### config.mk
export PLATFORM = sky130hd
export DESIGN_NAME = port_watch
export DESIGN_NICKNAME = d
export VERILOG_FILES = /design/src/rtl/pw_pkg.sv /design/src/rtl/pw_sync.sv /design/src/rtl/pw_regs.sv /design/src/rtl/pw_cmp.sv /design/src/rtl/port_watch.sv
export SDC_FILE = /design/constraint.sdc
export NUM_CORES = 1
export LEC_CHECK = 0
export BUFFER_PORTS_ARGS = -buffer_cell sky130_fd_sc_hd__buf_2
export CAP_MARGIN = 15
export CORE_UTILIZATION = 30
export CTS_CLUSTER_DIAMETER = 60
export DETAILED_ROUTE_END_ITERATION = 10
export GPL_TIMING_DRIVEN = 1
export PLACE_DENSITY = 0.47
export SYNTH_ARGS = -nofsm -noshare
export SYNTH_HDL_FRONTEND = slang
export SYNTH_SLANG_ARGS = --single-unit
### constraint.sdc
create_clock -name clk -period 2.6 [get_ports clk]
set_input_delay 0.52 -clock clk [delete_from_list [all_inputs] [get_ports clk]]
set_output_delay 0.52 -clock clk [all_outputs]
set_load 0.02 [all_outputs]
### src/rtl/pw_pkg.sv
package pw_pkg;
  localparam int PW_PORTS  = 4;
  localparam int PW_WIDTH  = 8;
  localparam int PW_STAGES = 2;

  typedef enum logic {
    KIND_EXPECT = 1'b0,
    KIND_ENABLE = 1'b1
  } reg_kind_e;
endpackage

### src/rtl/pw_sync.sv
module pw_sync #(
  parameter int WIDTH  = 32,
  parameter int STAGES = 2
) (
  input  logic             clk,
  input  logic             rst_n,
  input  logic [WIDTH-1:0] d_i,
  output logic [WIDTH-1:0] q_o
);
  logic [STAGES-1:0][WIDTH-1:0] chain_q;

  always_ff @(posedge clk or negedge rst_n) begin
    if (!rst_n) chain_q[0] <= '0;
    else        chain_q[0] <= d_i;
  end

  for (genvar s = 1; s < STAGES; s++) begin : g_stage
    always_ff @(posedge clk or negedge rst_n) begin
      if (!rst_n) chain_q[s] <= '0;
      else        chain_q[s] <= chain_q[s-1];
    end
  end

  assign q_o = chain_q[STAGES-1];
endmodule

### src/rtl/pw_regs.sv
module pw_regs
  import pw_pkg::*;
#(
  parameter int NUM_PORTS = 4,
  parameter int PORT_W    = 8,
  localparam int SEL_W    = $clog2(NUM_PORTS),
  localparam int ADDR_W   = SEL_W + 1
) (
  input  logic                             clk,
  input  logic                             rst_n,
  input  logic                             wr_i,
  input  logic [ADDR_W-1:0]                addr_i,
  input  logic [PORT_W-1:0]                wdata_i,
  output logic [PORT_W-1:0]                rdata_o,
  output logic [NUM_PORTS-1:0][PORT_W-1:0] enable_o,
  output logic [NUM_PORTS-1:0][PORT_W-1:0] expect_o
);
  reg_kind_e        kind;
  logic [SEL_W-1:0] sel;

  assign kind = reg_kind_e'(addr_i[ADDR_W-1]);
  assign sel  = addr_i[SEL_W-1:0];

  for (genvar p = 0; p < NUM_PORTS; p++) begin : g_port
    logic hit;
    assign hit = wr_i && (sel == SEL_W'(p));

    always_ff @(posedge clk or negedge rst_n) begin
      if (!rst_n) begin
        enable_o[p] <= '0;
        expect_o[p] <= '1;
      end else if (hit) begin
        if (kind == KIND_ENABLE) enable_o[p] <= wdata_i;
        else                     expect_o[p] <= wdata_i;
      end
    end
  end

  always_comb begin
    if (kind == KIND_ENABLE) rdata_o = enable_o[sel];
    else                     rdata_o = expect_o[sel];
  end


  enable_write_chk: assert property (@(posedge clk) disable iff (!rst_n)
    (wr_i && kind == KIND_ENABLE) |=> (enable_o[$past(sel)] == $past(wdata_i)));


  expect_write_chk: assert property (@(posedge clk) disable iff (!rst_n)
    (wr_i && kind == KIND_EXPECT) |=> (expect_o[$past(sel)] == $past(wdata_i)));
endmodule

### src/rtl/pw_cmp.sv
module pw_cmp #(
  parameter int NUM_PORTS = 4,
  parameter int PORT_W    = 8
) (
  input  logic [NUM_PORTS*PORT_W-1:0]      pins_i,
  input  logic [NUM_PORTS-1:0][PORT_W-1:0] enable_i,
  input  logic [NUM_PORTS-1:0][PORT_W-1:0] expect_i,
  output logic [NUM_PORTS-1:0]             port_miss_o,
  output logic                             any_miss_o
);
  for (genvar p = 0; p < NUM_PORTS; p++) begin : g_port
    logic [PORT_W-1:0] lvl;
    assign lvl = pins_i[p*PORT_W +: PORT_W];
    assign port_miss_o[p] = (lvl & enable_i[p]) != (expect_i[p] & enable_i[p]);
  end

  assign any_miss_o = |port_miss_o;
endmodule

### src/rtl/port_watch.sv
module port_watch
  import pw_pkg::*;
#(
  parameter int NUM_PORTS   = PW_PORTS,
  parameter int PORT_W      = PW_WIDTH,
  parameter int SYNC_STAGES = PW_STAGES,
  localparam int ADDR_W     = $clog2(NUM_PORTS) + 1,
  localparam int PINS_W     = NUM_PORTS * PORT_W
) (
  input  logic              clk,
  input  logic              rst_n,
  input  logic [PINS_W-1:0] pins_i,
  input  logic              reg_wr,
  input  logic [ADDR_W-1:0] reg_addr,
  input  logic [PORT_W-1:0] reg_wdata,
  output logic [PORT_W-1:0] reg_rdata,
  output logic              miss_flag,
  output logic              irq_pulse,
  output logic              wake_req
);
  logic [PINS_W-1:0]                pins_s;
  logic [NUM_PORTS-1:0][PORT_W-1:0] enable_q;
  logic [NUM_PORTS-1:0][PORT_W-1:0] expect_q;
  logic [NUM_PORTS-1:0]             port_miss;
  logic                             flag_d;
  logic                             irq_q;

  pw_sync #(.WIDTH(PINS_W), .STAGES(SYNC_STAGES)) u_sync (
    .clk   (clk),
    .rst_n (rst_n),
    .d_i   (pins_i),
    .q_o   (pins_s)
  );

  pw_regs #(.NUM_PORTS(NUM_PORTS), .PORT_W(PORT_W)) u_regs (
    .clk      (clk),
    .rst_n    (rst_n),
    .wr_i     (reg_wr),
    .addr_i   (reg_addr),
    .wdata_i  (reg_wdata),
    .rdata_o  (reg_rdata),
    .enable_o (enable_q),
    .expect_o (expect_q)
  );

  pw_cmp #(.NUM_PORTS(NUM_PORTS), .PORT_W(PORT_W)) u_cmp (
    .pins_i      (pins_s),
    .enable_i    (enable_q),
    .expect_i    (expect_q),
    .port_miss_o (port_miss),
    .any_miss_o  (miss_flag)
  );

  always_ff @(posedge clk or negedge rst_n) begin
    if (!rst_n) begin
      flag_d <= 1'b0;
      irq_q  <= 1'b0;
    end else begin
      flag_d <= miss_flag;
      irq_q  <= miss_flag & ~flag_d;
    end
  end

  assign irq_pulse = irq_q;
  assign wake_req  = miss_flag;


  irq_single_chk: assert property (@(posedge clk) disable iff (!rst_n)
    irq_pulse |=> !irq_pulse);


  irq_rise_chk: assert property (@(posedge clk) disable iff (!rst_n)
    $rose(miss_flag) |=> irq_pulse);


  irq_cause_chk: assert property (@(posedge clk) disable iff (!rst_n)
    irq_pulse |-> $past(miss_flag));


  all_ignored_quiet_chk: assert property (@(posedge clk) disable iff (!rst_n)
    (enable_q == '0) |-> !miss_flag);


  port_flag_chk: assert property (@(posedge clk) disable iff (!rst_n)
    (port_miss != '0) |-> wake_req);
endmodule

# Word-level counts from Yosys, hierarchy flattened
# Cells that the tools add are included.
[totals] ff_bits=130 in_bits=46 word_cells=50
[op_classes] n_lt_le_gt_ge=1 n_eq_ne=7 mux=5 n_bitwise=11 n_reduce_logical=14
[ops] op="$and 8x8->8" n=8
[ops] op="$bmux 8 s2" n=2
[ops] op="$ne 8x8->1" n=4
[ops] op="$mux 8" n=3
[ops] op="$reduce_and 2->1" n=8
[ops] op="$eq 2x2->1 const B" n=2
[ops] op="$logic_and 1x1->1" n=4
[ops] op="$reduce_or 4->1" n=1
[ops] op="$lt 2x3->1 const B" n=1
[ops] op="$eq 2x1->1 const B" n=1
[ops] op="$logic_not 2->1" n=1
[ops] op="$not 1->1" n=2
[ops] op="$and 1x1->1" n=1

# Depth between registers and ports, before layout
# Gate-level depths: netlist (run 1).
[logic_depth] ltp_word=4 depth_mapped=5 mapped_depth_nobuf=4

# By module
# A second synthesis (run 1) with hierarchy kept.
[hier_totals] cells_unflattened=361 area_unflattened_um2=5421.4
[by_module_without_submodules] mod="pw_regs" n_inst=1 cells_per_inst=208 area_each_um2=3075.4 seq_area_each_um2=1641.6
[by_module_without_submodules] mod="pw_sync" n_inst=1 cells_per_inst=96 area_each_um2=1841.8 seq_area_each_um2=1601.5
[by_module_without_submodules] mod="pw_cmp" n_inst=1 cells_per_inst=53 area_each_um2=432.9 seq_area_each_um2=0.0
[by_module_without_submodules] mod="port_watch" n_inst=1 cells_per_inst=4 area_each_um2=71.3 seq_area_each_um2=50.0

# Least setup slack after synthesis (run 1)
# Ideal clock, no wire load.
[synth_timing] path_kind="reg2out" start="register u_regs.expect_o[12] (netlist name)" end="output port wake_req" t_arrival_ps=1754 slack_ps=326 stages_incl_launch_ff=6 path_cell_list="dfstp_2 -> xor2_1 -> a22oi_1 -> nand4_1 -> or4_1 -> buf_4"
[synth_via] elab_chain_len=3
[synth_lines] element="start, declared" line_no="pw_regs.sv:16" rtl="output logic [NUM_PORTS-1:0][PORT_W-1:0] expect_o"
[synth_lines] element="start signal, assigned by index" line_no="pw_regs.sv:34" rtl="else expect_o[p] <= wdata_i;"
[synth_lines] element="$and 8x8->8" line_no="pw_cmp.sv:14" rtl="assign port_miss_o[p] = (lvl & enable_i[p]) != (expect_i[p] & enable_i[p]);"
[synth_lines] element="$ne 8x8->1" line_no="pw_cmp.sv:14"
[synth_lines] element="$reduce_or 4->1" line_no="pw_cmp.sv:17" rtl="assign any_miss_o = |port_miss_o;"
[synth_lines] element="end, declared" line_no="port_watch.sv:19" rtl="output logic wake_req"
# No other way between the ends.

# Worst setup path after layout (run 1)
[layout_timing] start="register u_regs.expect_o[6] (netlist name)" end="output port miss_flag"
[layout_via] elab_chain_len=3
[layout_lines] element="$and 8x8->8" line_no="pw_cmp.sv:14"
[layout_lines] element="$ne 8x8->1" line_no="pw_cmp.sv:14"
[layout_lines] element="$reduce_or 4->1" line_no="pw_cmp.sv:17"
[layout_lines] element="end, declared" line_no="port_watch.sv:17" rtl="output logic miss_flag,"
# No other way between the ends.

==> results of run 1 <==
-- power breakdown --
part	switching, uW	internal (uW)	leakage [uW]
Sequential	211	2380	0.00149
Combinational	431	645	0.00117
Clock	875	1390	0.000270
-- cell type report --
type                            instances  share of cell area (%)
Sequential cell                       130                    49.4
Timing Repair Buffer                  101                    10.1
Multi-Input combinational cell        152                    27.7
Clock buffer                           20                    7.00
Clock inverter                         12                    1.63
Tap cell                              220                    4.13
Inverter                                1                  0.0563
-- layout by cell type (no fill, tap or decap) --
cell type    n
a22oi_1     11
a22oi_2      5
buf_12       3
buf_2       53
buf_4       42
buf_6        3
bufinv_16    1
clkbuf_16   17
clkbuf_8     3
clkinv_2     3
clkinv_4     3
clkinvlp_4   5
dfrtp_1     98
dfstp_2     32
inv_1        1
mux2_2      64
mux2_4       8
mux4_1       6
mux4_2      10
nand2_1      1
nand2b_2     1
nand4_1      4
nand4_2      1
nand4b_2     3
nor3_4       2
nor3b_4      2
o41a_1       1
or4_4        1
xor2_1      31
xor2_2       1
-- layer usage --
metal  global-route usage, %  routed length (um)
met5                       0                   0
met4                    5.43                 186
met3                    4.26                 423
met2                    21.8                5510
met1                    19.5                5410
-- cells in the mapped netlist --
cell and n:
a22oi_1 16, buf_12 1, buf_2 4, buf_4 1
buf_6 3, dfrtp_1 98, dfstp_2 32, inv_1 1
mux2_2 64, mux2_4 8, mux4_1 6, mux4_2 10
nand2_1 1, nand2b_2 1, nand4_1 4, nand4_2 1
nand4b_2 3, nor3_4 2, nor3b_4 2, o41a_1 1
or4_1 1, xor2_1 32
-- cells by family after synthesis --
group,Yosys count
flops,130
mux,88
xor+xnor,32
compound gates,17
simple gates,15
buf+inv,10
-- worst max-delay path, stage by stage, from the launching register on --
cell	delay, ns
dfstp_2	0.55
xor2_2	0.09
a22oi_2	0.23
nand4_1	0.17
or4_4	0.59
buf_6	0.16
-- flip-flops by register name, summed over array words and instances (netlist names) --
signal,cells
u_regs.enable_o,32
u_sync.q_o,32
flag_d,1
irq_pulse,1
u_sync.chain_q,32
u_regs.expect_o,32
-- path summary, 6_finish.rpt --
check	startpoint	to	slack, ns	depth (start not counted)
worst max-delay path	u_regs.expect_o[6]$_DFFE_PN1P_	miss_flag	-0.13	5
worst min-delay path	rst_n	u_sync.chain_q[15]$_DFF_PN0_	0.12	1
worst max register to register	u_regs.expect_o[10]$_DFFE_PN1P_	irq_pulse$_DFF_PN0_	-0.12	13
worst min register to register	u_sync.chain_q[21]$_DFF_PN0_	u_sync.q_o[21]$_DFF_PN0_	0.35	0
max in group asynchronous	rst_n	u_regs.expect_o[30]$_DFFE_PN1P_	1.70	2
min in group clk	pins_i[25]	u_sync.chain_q[25]$_DFF_PN0_	0.21	1
-- per-stage QoR --
step / instance area (sq um) / util [%] / total power, uW / TNS (ns)
floorplan: 5190 / - / 3160 / 0
global placement: 5840 / 34.9 / 3480 / 0
detailed placement: 5840 / 34.9 / 3490 / 0
CTS: 6660 / 39.7 / 6000 / -0.283
global route: 6670 / 39.8 / 6230 / -0.592
finish: 6670 / 39.8 / 5930 / -0.383
-- what timing repair did --
item | CTS | global route
pin swaps | 16 | 3
hold endpoints to repair | 0 | 0
resized for setup | 9 | 3
buffers inserted | 27 | 0
endpoints found under the setup margin | 2 | 3
==> summary.txt, run 1 <==
Critical path
  • CP Data Arrival Time: 2.21 ns
  • Crit path kind: reg2out
  • Crit path capture type: output port
  • Worst-path fanout max: 3
  • Critical path startpoint category: flop
  • Crit path required time: 2.08 ns

Synth
  • Synth Area in Compound Gates: 2.53%
  • Synth cell types: 22
  • Largest family of logic cells by synthesized area: multiplexers
  • Syn_area_per_cell: 17.8 sq um
  • Adder-cell share of the synthesized area: 0%
  • Seq/Total Area, Yosys: 63.5%
  • Post-synthesis register bit count: 130
  • Yosys top cell by area: dfrtp_1
  • Synth top area share: 47.3%
  • Synth Warn #: 0
  • Mapped Cells: 292
  • Synth area leaders: dfrtp_1 (47%), dfstp_2 (16%), mux2_2 (14%), xor2_1 (5.4%), mux4_2 (4.3%)
  • Simple-Gate Fraction of Synth Area: 3.33%
  • Post-Syn Area: 5190 sq um
  • Synth Area in XOR/XNOR: 5.40%
  • Post-synthesis mux area share: 23.6%
  • Syn nets: 338

Final layout
  • Multi-input combinational cell area: 1840 sq um
  • Total of fill cells in the finished design: 1,572
  • Final #Nets: 449
  • Register Area: 3290 sq um
  • Synth-to-layout area growth: 28.5%
  • Share of cells above drive strength 1: 63.2%
  • Antenna cell count: 0
  • Fin cells: 636

Placed design
  • Placed wire-length estimate: 7920 um
  • Pre-CTS setup slack: 0.223 ns
  • Input/output buffers: 56
  • Dpl cells: 578
  • GP Congestion: 0.700

Floorplan
  • Die Y: 133 um
  • Initial Util: 30.9%
  • Core area: 16,800 sq um
  • I/O pin cnt: 57
  • Row cnt: 47
  • Total die area: 17,800 sq um
  • Chip width: 133 um

Global route
  • First-pass GRT wire length: 18,400 um
  • Vias in the first global route: 3,232
  • Largest net degree at the start of global routing: 45
  • Total GRT Usage: 14.4%
  • Initial antenna violation count: 0
  • Grt ovf: 0

STA
  • FMAX: 366 MHz
  • RSZ-0062 raised after global routing: yes
  • Relative slew slack: 59.0%
  • Final hold viol count: 0
  • # setup viols final: 3
  • Final worst slack: -0.131 ns
  • Final Cycle Share: 105%
  • Final Hold Slack: 0.117 ns
  • Final min period: 2.73 ns
  • Least-Margin Pin Slew: 0.615 ns
  • Skew final: 0.00324 ns
  • Final Max Slew Viols: 0

Power and ir drop
  • Leak: 0.00293 uW
  • PwrDens: 889 nW/um^2
  • IR drop worst, VDD: 0.507 mV

Clock network
  • Root buffer cell: clkbuf_16
  • CTS HTree Levels: 4
  • TritonCTS Buffers: 17
  • Clock transition at path regs: 0.06 ns
  • TritonCTS Sinks: 130
  • TritonCTS clock tree: built
  • Hold_buf cts: 0
  • Clk buf depth: 2
  • Worst skew pair latency: 0.41 ns

Hold path
  • Hold WC Path Type: in2async

Detailed routing
  • DRT iter0 DRCs: 166
  • Final wirelength: 11,500 um
  • DRT Pass-1 Iters: 4
  • Via count: 2,904
  • Wire per inst: 18.1 um
  • DRT antenna net count: 0
  • DRC: 0
  • Vias per inst: 4.57

Run
  • Max_cap viols: 0

Status
  • Failing checks: negative setup slack
  • Status: complete, but fails checks
Note: power is estimated with default switching activity, not from simulation.
==> inputs of run 2 (changes only) <==
--- a/config.mk
+++ b/config.mk
@@ -9,6 +9,7 @@
 export CAP_MARGIN = 15
 export CORE_UTILIZATION = 30
 export CTS_CLUSTER_DIAMETER = 60
+export CTS_CLUSTER_SIZE = 24
 export DETAILED_ROUTE_END_ITERATION = 10
 export GPL_TIMING_DRIVEN = 1
 export PLACE_DENSITY = 0.47
==> constraint.sdc (replaced) <==
create_clock -name clk -period 2.6 [get_ports clk]
set_input_delay 0.13 -clock clk [delete_from_list [all_inputs] [get_ports clk]]
set_output_delay 0.13 -clock clk [all_outputs]
set_load 0.02 [all_outputs]
==> summary.txt, run 2 (synthesis gave the netlist of run 1 again) <==
Final layout
  • Final #Nets: 447 (was 449)
  • Commonest cells after routing, fill and taps aside: dfrtp_1 (98), mux2_2 (64), buf_2 (55) (was dfrtp_1 (98), mux2_2 (64), buf_2 (53))
  • Antenna cell count: 0 (unchanged)
  • Fin cells: 634 (was 636)
  • Total of fill cells in the finished design: 1,604 (was 1,572)
  • Utilization after layout: 39.7% (was 39.8%)
  • Post-route cell area: 6660 sq um (was 6670 sq um)
  • Commonest non-fill, non-tap cell in the layout: dfrtp_1 (unchanged)
  • Share of cells above drive strength 1: 53.1% (was 63.2%)
  • Synth-to-layout area growth: 28.4% (was 28.5%)

Detailed routing
  • DRT antenna net count: 0 (unchanged)
  • Wire per inst: 17.2 um (was 18.1 um)
  • DRT iter0 DRCs: 116 (was 166)
  • DRT Pass-1 Iters: 4 (unchanged)
  • Via count: 2,841 (was 2,904)
  • Final wirelength: 10,900 um (was 11,500 um)
  • DRC: 0 (unchanged)
  • Vias per inst: 4.48 (was 4.57)

Floorplan
  • Core area: 16,800 sq um (unchanged)
  • Row cnt: 47 (unchanged)
  • Total die area: 17,800 sq um (unchanged)
  • I/O pin cnt: 57 (unchanged)
  • Die Y: 133 um (unchanged)
  • Initial Util: 30.9% (unchanged)
  • Chip width: 133 um (unchanged)

Clock network
  • Post_cts resized: 0 (was 9)
  • TritonCTS Buffers: 17 (unchanged)
  • TritonCTS Sinks: 130 (unchanged)
  • Worst skew pair latency: 0.41 ns (about the same)
  • TritonCTS clock tree: built (unchanged)
  • Clk buf depth: 2 (unchanged)
  • Root buffer cell: clkbuf_16 (unchanged)
  • Clock transition at path regs: 0.06 ns (about the same)
  • CTS HTree Levels: 4 (unchanged)

Run
  • Max_cap viols: 0 (unchanged)

STA
  • Final Max Slew Viols: 0 (unchanged)
  • Final Hold Slack: 0.0594 ns (was 0.117 ns)
  • Final min period: 2.42 ns (was 2.73 ns)
  • RSZ-0062 raised after global routing: no (was yes)
  • FMAX: 414 MHz (was 366 MHz)
  • Least-Margin Pin Slew: 0.824 ns (was 0.615 ns)
  • Final Cycle Share: 92.9% (was 105%)
  • Total negative slack: 0 ns (was -0.383 ns)
  • Final hold viol count: 0 (unchanged)
  • Relative slew slack: 45.1% (was 59.0%)
  • # setup viols final: 0 (was 3)
  • Skew final: 0.00486 ns (was 0.00324 ns)

Critical path
  • Crit. Startpoint: u_regs.expect_o[24]$_DFFE_PN1P_ (was u_regs.expect_o[6]$_DFFE_PN1P_)
  • Critical path startpoint category: flop (unchanged)
  • R2R Path Start: u_regs.expect_o[24]$_DFFE_PN1P_ (was u_regs.expect_o[10]$_DFFE_PN1P_)
  • R2r setup slk: 0.77 ns (was -0.12 ns)
  • Crit path required time: 2.47 ns (was 2.08 ns)
  • CP Data Arrival Time: 2.29 ns (was 2.21 ns)
  • Crit path kind: reg2out (unchanged)
  • R2r worst-path depth: 4 (was 13)
  • R2r endpoint: flag_d$_DFF_PN0_ (was irq_pulse$_DFF_PN0_)
  • Crit path capture type: output port (unchanged)
  • Worst-path fanout max: 3 (unchanged)

Placed design
  • Dpl cells: 569 (was 578)
  • Placed cell area: 5750 sq um (was 5840 sq um)
  • Input/output buffers: 56 (unchanged)
  • Placed wire-length estimate: 7520 um (was 7920 um)
  • GP Congestion: 0.722 (was 0.700)

Power and ir drop
  • Gate power share: 15.1% (was 18.1%)
  • Leak: 0.00288 uW (was 0.00293 uW)
  • IR drop worst, VDD: 0.438 mV (was 0.507 mV)
  • Switch Pwr: 1450 uW (was 1520 uW)
  • PwrDens: 865 nW/um^2 (was 889 nW/um^2)
  • Internal power: 4310 uW (was 4410 uW)
  • Clock group share of total power: 40.0% (was 38.1%)
  • Seq pwr share: 44.9% (was 43.7%)
  • Switching part of the total: 25.2% (was 25.6%)

Global route
  • Total GRT Usage: 13.7% (was 14.4%)
  • Largest net degree at the start of global routing: 51 (was 45)
  • Vias in the first global route: 3,100 (was 3,232)
  • First-pass GRT wire length: 17,800 um (was 18,400 um)
  • Grt ovf: 0 (unchanged)
  • Initial antenna violation count: 0 (unchanged)

Hold path
  • Hold Path Stages: 2
  • Hold WC Path Type: in2reg (was in2async)
  • Hold Path End: u_regs.expect_o[6]$_DFFE_PN1P_
  • HP Start: reg_wdata[6]

Status
  • Status: finished, final reports clean (was complete, but fails checks)
## run 2: changes by cell type in the layout (fill, tap and decap cells not counted), moves of 2 or more
cell,previous run,this run
dlygate4sd3_1,0,33
buf_4,42,10
a22oi_1,11,16
a22oi_2,5,0
buf_6,3,0
buf_12,3,1
buf_2,53,55
clkbuf_8,3,1
## run 2: how the worst max path moves through the flow
stage                              end  slack, ns
final                         wake_req       0.18
after detailed placement  reg_rdata[1]       0.55
after global placement    reg_rdata[3]       0.56
after CTS                    miss_flag       0.15
after floorplan               wake_req       0.72
after global routing          wake_req       0.05
## run 2: metrics by stage
| stage | power [uW] | worst slack, ns |
|---|---|---|
| after CTS | 5840 | 0.148 |
| after floorplan | 3160 | 0.716 |
| after global placement | 3470 | 0.565 |
| after global routing | 6040 | 0.0486 |
| final | 5760 | 0.185 |
| after detailed placement | 3480 | 0.553 |
## run 2: timing repair
action / 4_1_cts / 5_1_grt
endpoints found under the hold margin: 71 / 0
buffers inserted: 0 / 0
hold buffers: 33 / 0
## run 2: final cells by class
type | instances | area [sq um] | share of cell area, %
Clock buffer | 19 | 443 | 6.65
Inverter | 1 | 3.75 | 0.0563
Sequential cell | 130 | 3290 | 49.4
Multi-Input combinational cell | 152 | 1810 | 27.1
Tap cell | 220 | 275 | 4.13
Clock inverter | 13 | 138 | 2.07
Timing Repair Buffer | 99 | 701 | 10.5
## run 2: power groups by stage
stage / Combinational, uW / Clock, uW / Sequential (uW)
final: 871 / 2300 / 2590
after detailed placement: 853 / 0 / 2620
after CTS: 895 / 2360 / 2590
after global routing: 955 / 2460 / 2630
after global placement: 849 / 0 / 2620
after floorplan: 607 / 0 / 2550
## run 2: routing by layer
metal / wire length (um) / track usage, % / up-vias
li1: - / - / 1294
met1: 5280 / 18.5 / 1482
met2: 5090 / 20.5 / 50
met3: 357 / 4.76 / 15
met4: 178 / 4.86 / 0
met5: 0 / 0 / -
## run 2: worst max-delay path, stage by stage, from the launching register on
cell and delay [ns]:
dfstp_2 0.54, xor2_1 0.09, a22oi_1 0.24, nand4_1 0.17, or4_1 0.63, buf_2 0.20
==> inputs of run 3 (changes only) <==
--- a/config.mk
+++ b/config.mk
@@ -15,4 +15,5 @@
 export PLACE_DENSITY = 0.47
 export SYNTH_ARGS = -nofsm -noshare
 export SYNTH_HDL_FRONTEND = slang
+export SYNTH_HIERARCHICAL = 1
 export SYNTH_SLANG_ARGS = --single-unit
==> summary.txt, run 3 <==
Power and ir drop
  • Leak: 0.00287 uW (was 0.00288 uW)
  • PwrDens: 873 nW/um^2 (was 865 nW/um^2)
  • IR drop worst, VDD: 0.466 mV (was 0.438 mV)

Detailed routing
  • Vias per inst: 4.49 (was 4.48)
  • DRT Pass-1 Iters: 4 (unchanged)
  • DRT iter0 DRCs: 149 (was 116)
  • Wire per inst: 17.9 um (was 17.2 um)
  • DRT antenna net count: 0 (unchanged)
  • DRC: 0 (unchanged)
  • Final wirelength: 12,000 um (was 10,900 um)
  • Via count: 2,995 (was 2,841)

Synth
  • Seq/Total Area, Yosys: 60.7% (was 63.5%)
  • Mapped Cells: 361 (was 292)
  • Syn_area_per_cell: 15.0 sq um (was 17.8 sq um)
  • Synth async-reset ratio: 100% (unchanged)
  • Synth top area share: 45.2% (was 47.3%)
  • Synth cell types: 30 (was 22)
  • Top cells by count, synth: dfrtp_1 (98), mux2_2 (69), buf_4 (33) (was dfrtp_1 (98), mux2_2 (64), dfstp_2 (32), xor2_1 (32), a22oi_1 (16))
  • Count leader, synth: dfrtp_1 (unchanged)
  • Post-Syn Area: 5420 sq um (was 5190 sq um)
  • Syn nets: 407 (was 338)
  • Synth Warn #: 6 (was 0)
  • Synth area leaders: dfrtp_1 (45%), dfstp_2 (16%), mux2_2 (14%), xor2_1 (5.2%), buf_4 (4.6%) (was dfrtp_1 (47%), dfstp_2 (16%), mux2_2 (14%), xor2_1 (5.4%), mux4_2 (4.3%))
  • Yosys top cell by area: dfrtp_1 (unchanged)
  • Post-synthesis register bit count: 130 (unchanged)
  • Post-synth top flop: dfrtp_1 (unchanged)
  • Post-synth EDFFs: 0 (unchanged)

STA
  • Final Cycle Share: 94.6% (was 92.9%)
  • RSZ-0062 raised after global routing: no (unchanged)
  • # setup viols final: 0 (unchanged)
  • Final min period: 2.46 ns (was 2.42 ns)
  • FMAX: 407 MHz (was 414 MHz)
  • Final Max Slew Viols: 0 (unchanged)
  • Total negative slack: 0 ns (unchanged)
  • Relative slew slack: 56.8% (was 45.1%)
  • Final worst slack: 0.141 ns (was 0.185 ns)
  • Least-Margin Pin Slew: 0.648 ns (was 0.824 ns)
  • Final hold viol count: 0 (unchanged)
  • Skew final: 0.00664 ns (was 0.00486 ns)

Critical path
  • Critical path startpoint category: flop (unchanged)
  • Crit path capture type: output port (unchanged)
  • Crit. Startpoint: u_regs/expect_o[23]$_DFFE_PN1P_ (was u_regs.expect_o[24]$_DFFE_PN1P_)
  • R2R Path Start: u_regs/expect_o[23]$_DFFE_PN1P_ (was u_regs.expect_o[24]$_DFFE_PN1P_)
  • Crit path kind: reg2out (unchanged)
  • Crit path required time: 2.47 ns (about the same)
  • R2r setup slk: 0.62 ns (was 0.77 ns)
  • Worst-path fanout max: 4 (was 3)
  • CP Data Arrival Time: 2.33 ns (was 2.29 ns)

Global route
  • Initial antenna violation count: 0 (unchanged)
  • Vias in the first global route: 3,275 (was 3,100)
  • Grt ovf: 0 (unchanged)
  • First-pass GRT wire length: 19,100 um (was 17,800 um)
  • Largest net degree at the start of global routing: 67 (was 51)
  • Total GRT Usage: 14.4% (was 13.7%)

Clock network
  • TritonCTS Buffers: 17 (unchanged)
  • Root buffer cell: clkbuf_16 (unchanged)
  • Clk buf depth: 2 (unchanged)
  • Clock transition at path regs: 0.06 ns (about the same)
  • Worst skew pair latency: 0.42 ns (was 0.41 ns)
  • Post-CTS setup buffer count: 0 (unchanged)
  • TritonCTS clock tree: built (unchanged)
  • TritonCTS Sinks: 130 (unchanged)
  • CTS HTree Levels: 4 (unchanged)

Final layout
  • Share of cells above drive strength 1: 48.9% (was 53.1%)
  • Commonest non-fill, non-tap cell in the layout: dfrtp_1 (unchanged)
  • Final #Nets: 475 (was 447)
  • Antenna cell count: 0 (unchanged)
  • Post-route cell area: 6620 sq um (was 6660 sq um)
  • Commonest cells after routing, fill and taps aside: dfrtp_1 (98), mux2_2 (69), buf_2 (55) (was dfrtp_1 (98), mux2_2 (64), buf_2 (55))
  • Synth-to-layout area growth: 22.0% (was 28.4%)

Floorplan
  • I/O pin cnt: 57 (unchanged)
  • Row cnt: 48 (was 47)
  • Initial Util: 31.0% (was 30.9%)
  • Core area: 17,500 sq um (was 16,800 sq um)
  • Total die area: 18,600 sq um (was 17,800 sq um)
  • Chip width: 136 um (was 133 um)
  • Die Y: 136 um (was 133 um)

Placed design
  • Placed wire-length estimate: 8170 um (was 7520 um)
  • GP Congestion: 0.793 (was 0.722)
  • Pre-CTS setup slack: 0.546 ns (was 0.553 ns)
  • Input/output buffers: 56 (unchanged)
  • Placed cell area: 5700 sq um (was 5750 sq um)

Run
  • Max_cap viols: 0 (unchanged)

Hold path
  • HP Start: reg_wdata[0] (was reg_wdata[6])
  • Hold WC Path Type: in2reg (unchanged)

Status
  • Status: finished, final reports clean (unchanged)
[run 3: cell count changes in the layout (fill, tap and decap cells not counted), sizes merged, moves of 4 or more]
| cell | delta |
|---|---|
| nor2 | +4 |
| or2 | +4 |
| nor3 | +4 |
| buf | -6 |
| nand2 | +11 |
| mux2 | +7 |
| o22ai | +8 |
| mux4 | -10 |
| a211oi | +4 |
[run 3: worst max-delay path: stages (launching register included)]
cell and delay (ns):
dfstp_2 0.55, xor2_1 0.07, a22oi_1 0.31, nand4_1 0.12, or4_1 0.65, buf_2 0.21
[run 3: report_power, final]
| group | switching, uW | internal (uW) | leakage (uW) |
|---|---|---|---|
| clock | 885 | 1430 | 0.000279 |
| sequential | 216 | 2380 | 0.00149 |
| combinational | 392 | 472 | 0.00110 |
[run 3: repair_timing]
item	4_1_cts	5_1_grt
gates resized for setup	0	1
endpoints found under the setup margin	0	2
hold buffers	33	0
endpoints found under the hold margin	62	0
[run 3: final cells by class]
cell class	instances	area, sq um
Clock buffer	19	443
Clock inverter	13	138
Fill cell	1656	10900
Inverter	2	7.51
Multi-Input combinational cell	185	1800
Sequential cell	130	3290
Tap cell	225	282
Timing Repair Buffer	93	656
[run 3: worst paths after layout]
kind,endpoint,cells after the start
min in group asynchronous,u_sync/chain_q[18]$_DFF_PN0_,2
worst max register to register,irq_pulse$_DFF_PN0_,5
worst max-delay path,miss_flag,5
worst min register to register,u_sync/q_o[13]$_DFF_PN0_,0
worst min-delay path,u_regs/enable_o[8]$_DFFE_PN0P_,2
max in group asynchronous,u_regs/expect_o[4]$_DFFE_PN1P_,3
[run 3: cells by family (layout without fill, tap and decap cells)]
| group | after synthesis | count (layout) | synth area share (%) |
|---|---|---|---|
| DFF | 130 | 130 | 60.7 |
| muxes | 85 | 85 | 19.5 |
| buffers and inverters | 46 | 127 | 6.19 |
| and+or+nand+nor | 38 | 38 | 4.43 |
| xor gates and xnor gates | 32 | 32 | 5.17 |
| AOI/OAI and AO/OA | 30 | 30 | 3.95 |
[run 3: metal layers]
| layer | wire (um) | vias up | global-route usage (%) |
|---|---|---|---|
| li1 | - | 1377 | - |
| met1 | 5600 | 1539 | 18.6 |
| met2 | 5740 | 61 | 22.6 |
| met3 | 381 | 18 | 3.58 |
| met4 | 239 | 0 | 6.73 |
| met5 | 0 | - | 0 |
[run 3: stage by stage]
step,cells,total power (uW),hold WS [ns],util [%]
2_1_floorplan,361,3160,-0.166,-
3_3_place_gp,602,3450,0.146,32.6
3_5_place_dp,602,3470,0.154,32.6
4_1_cts,667,5860,0.0489,37.8
5_1_grt,667,6060,0.0710,37.9
6_report,667,5780,0.0602,37.9
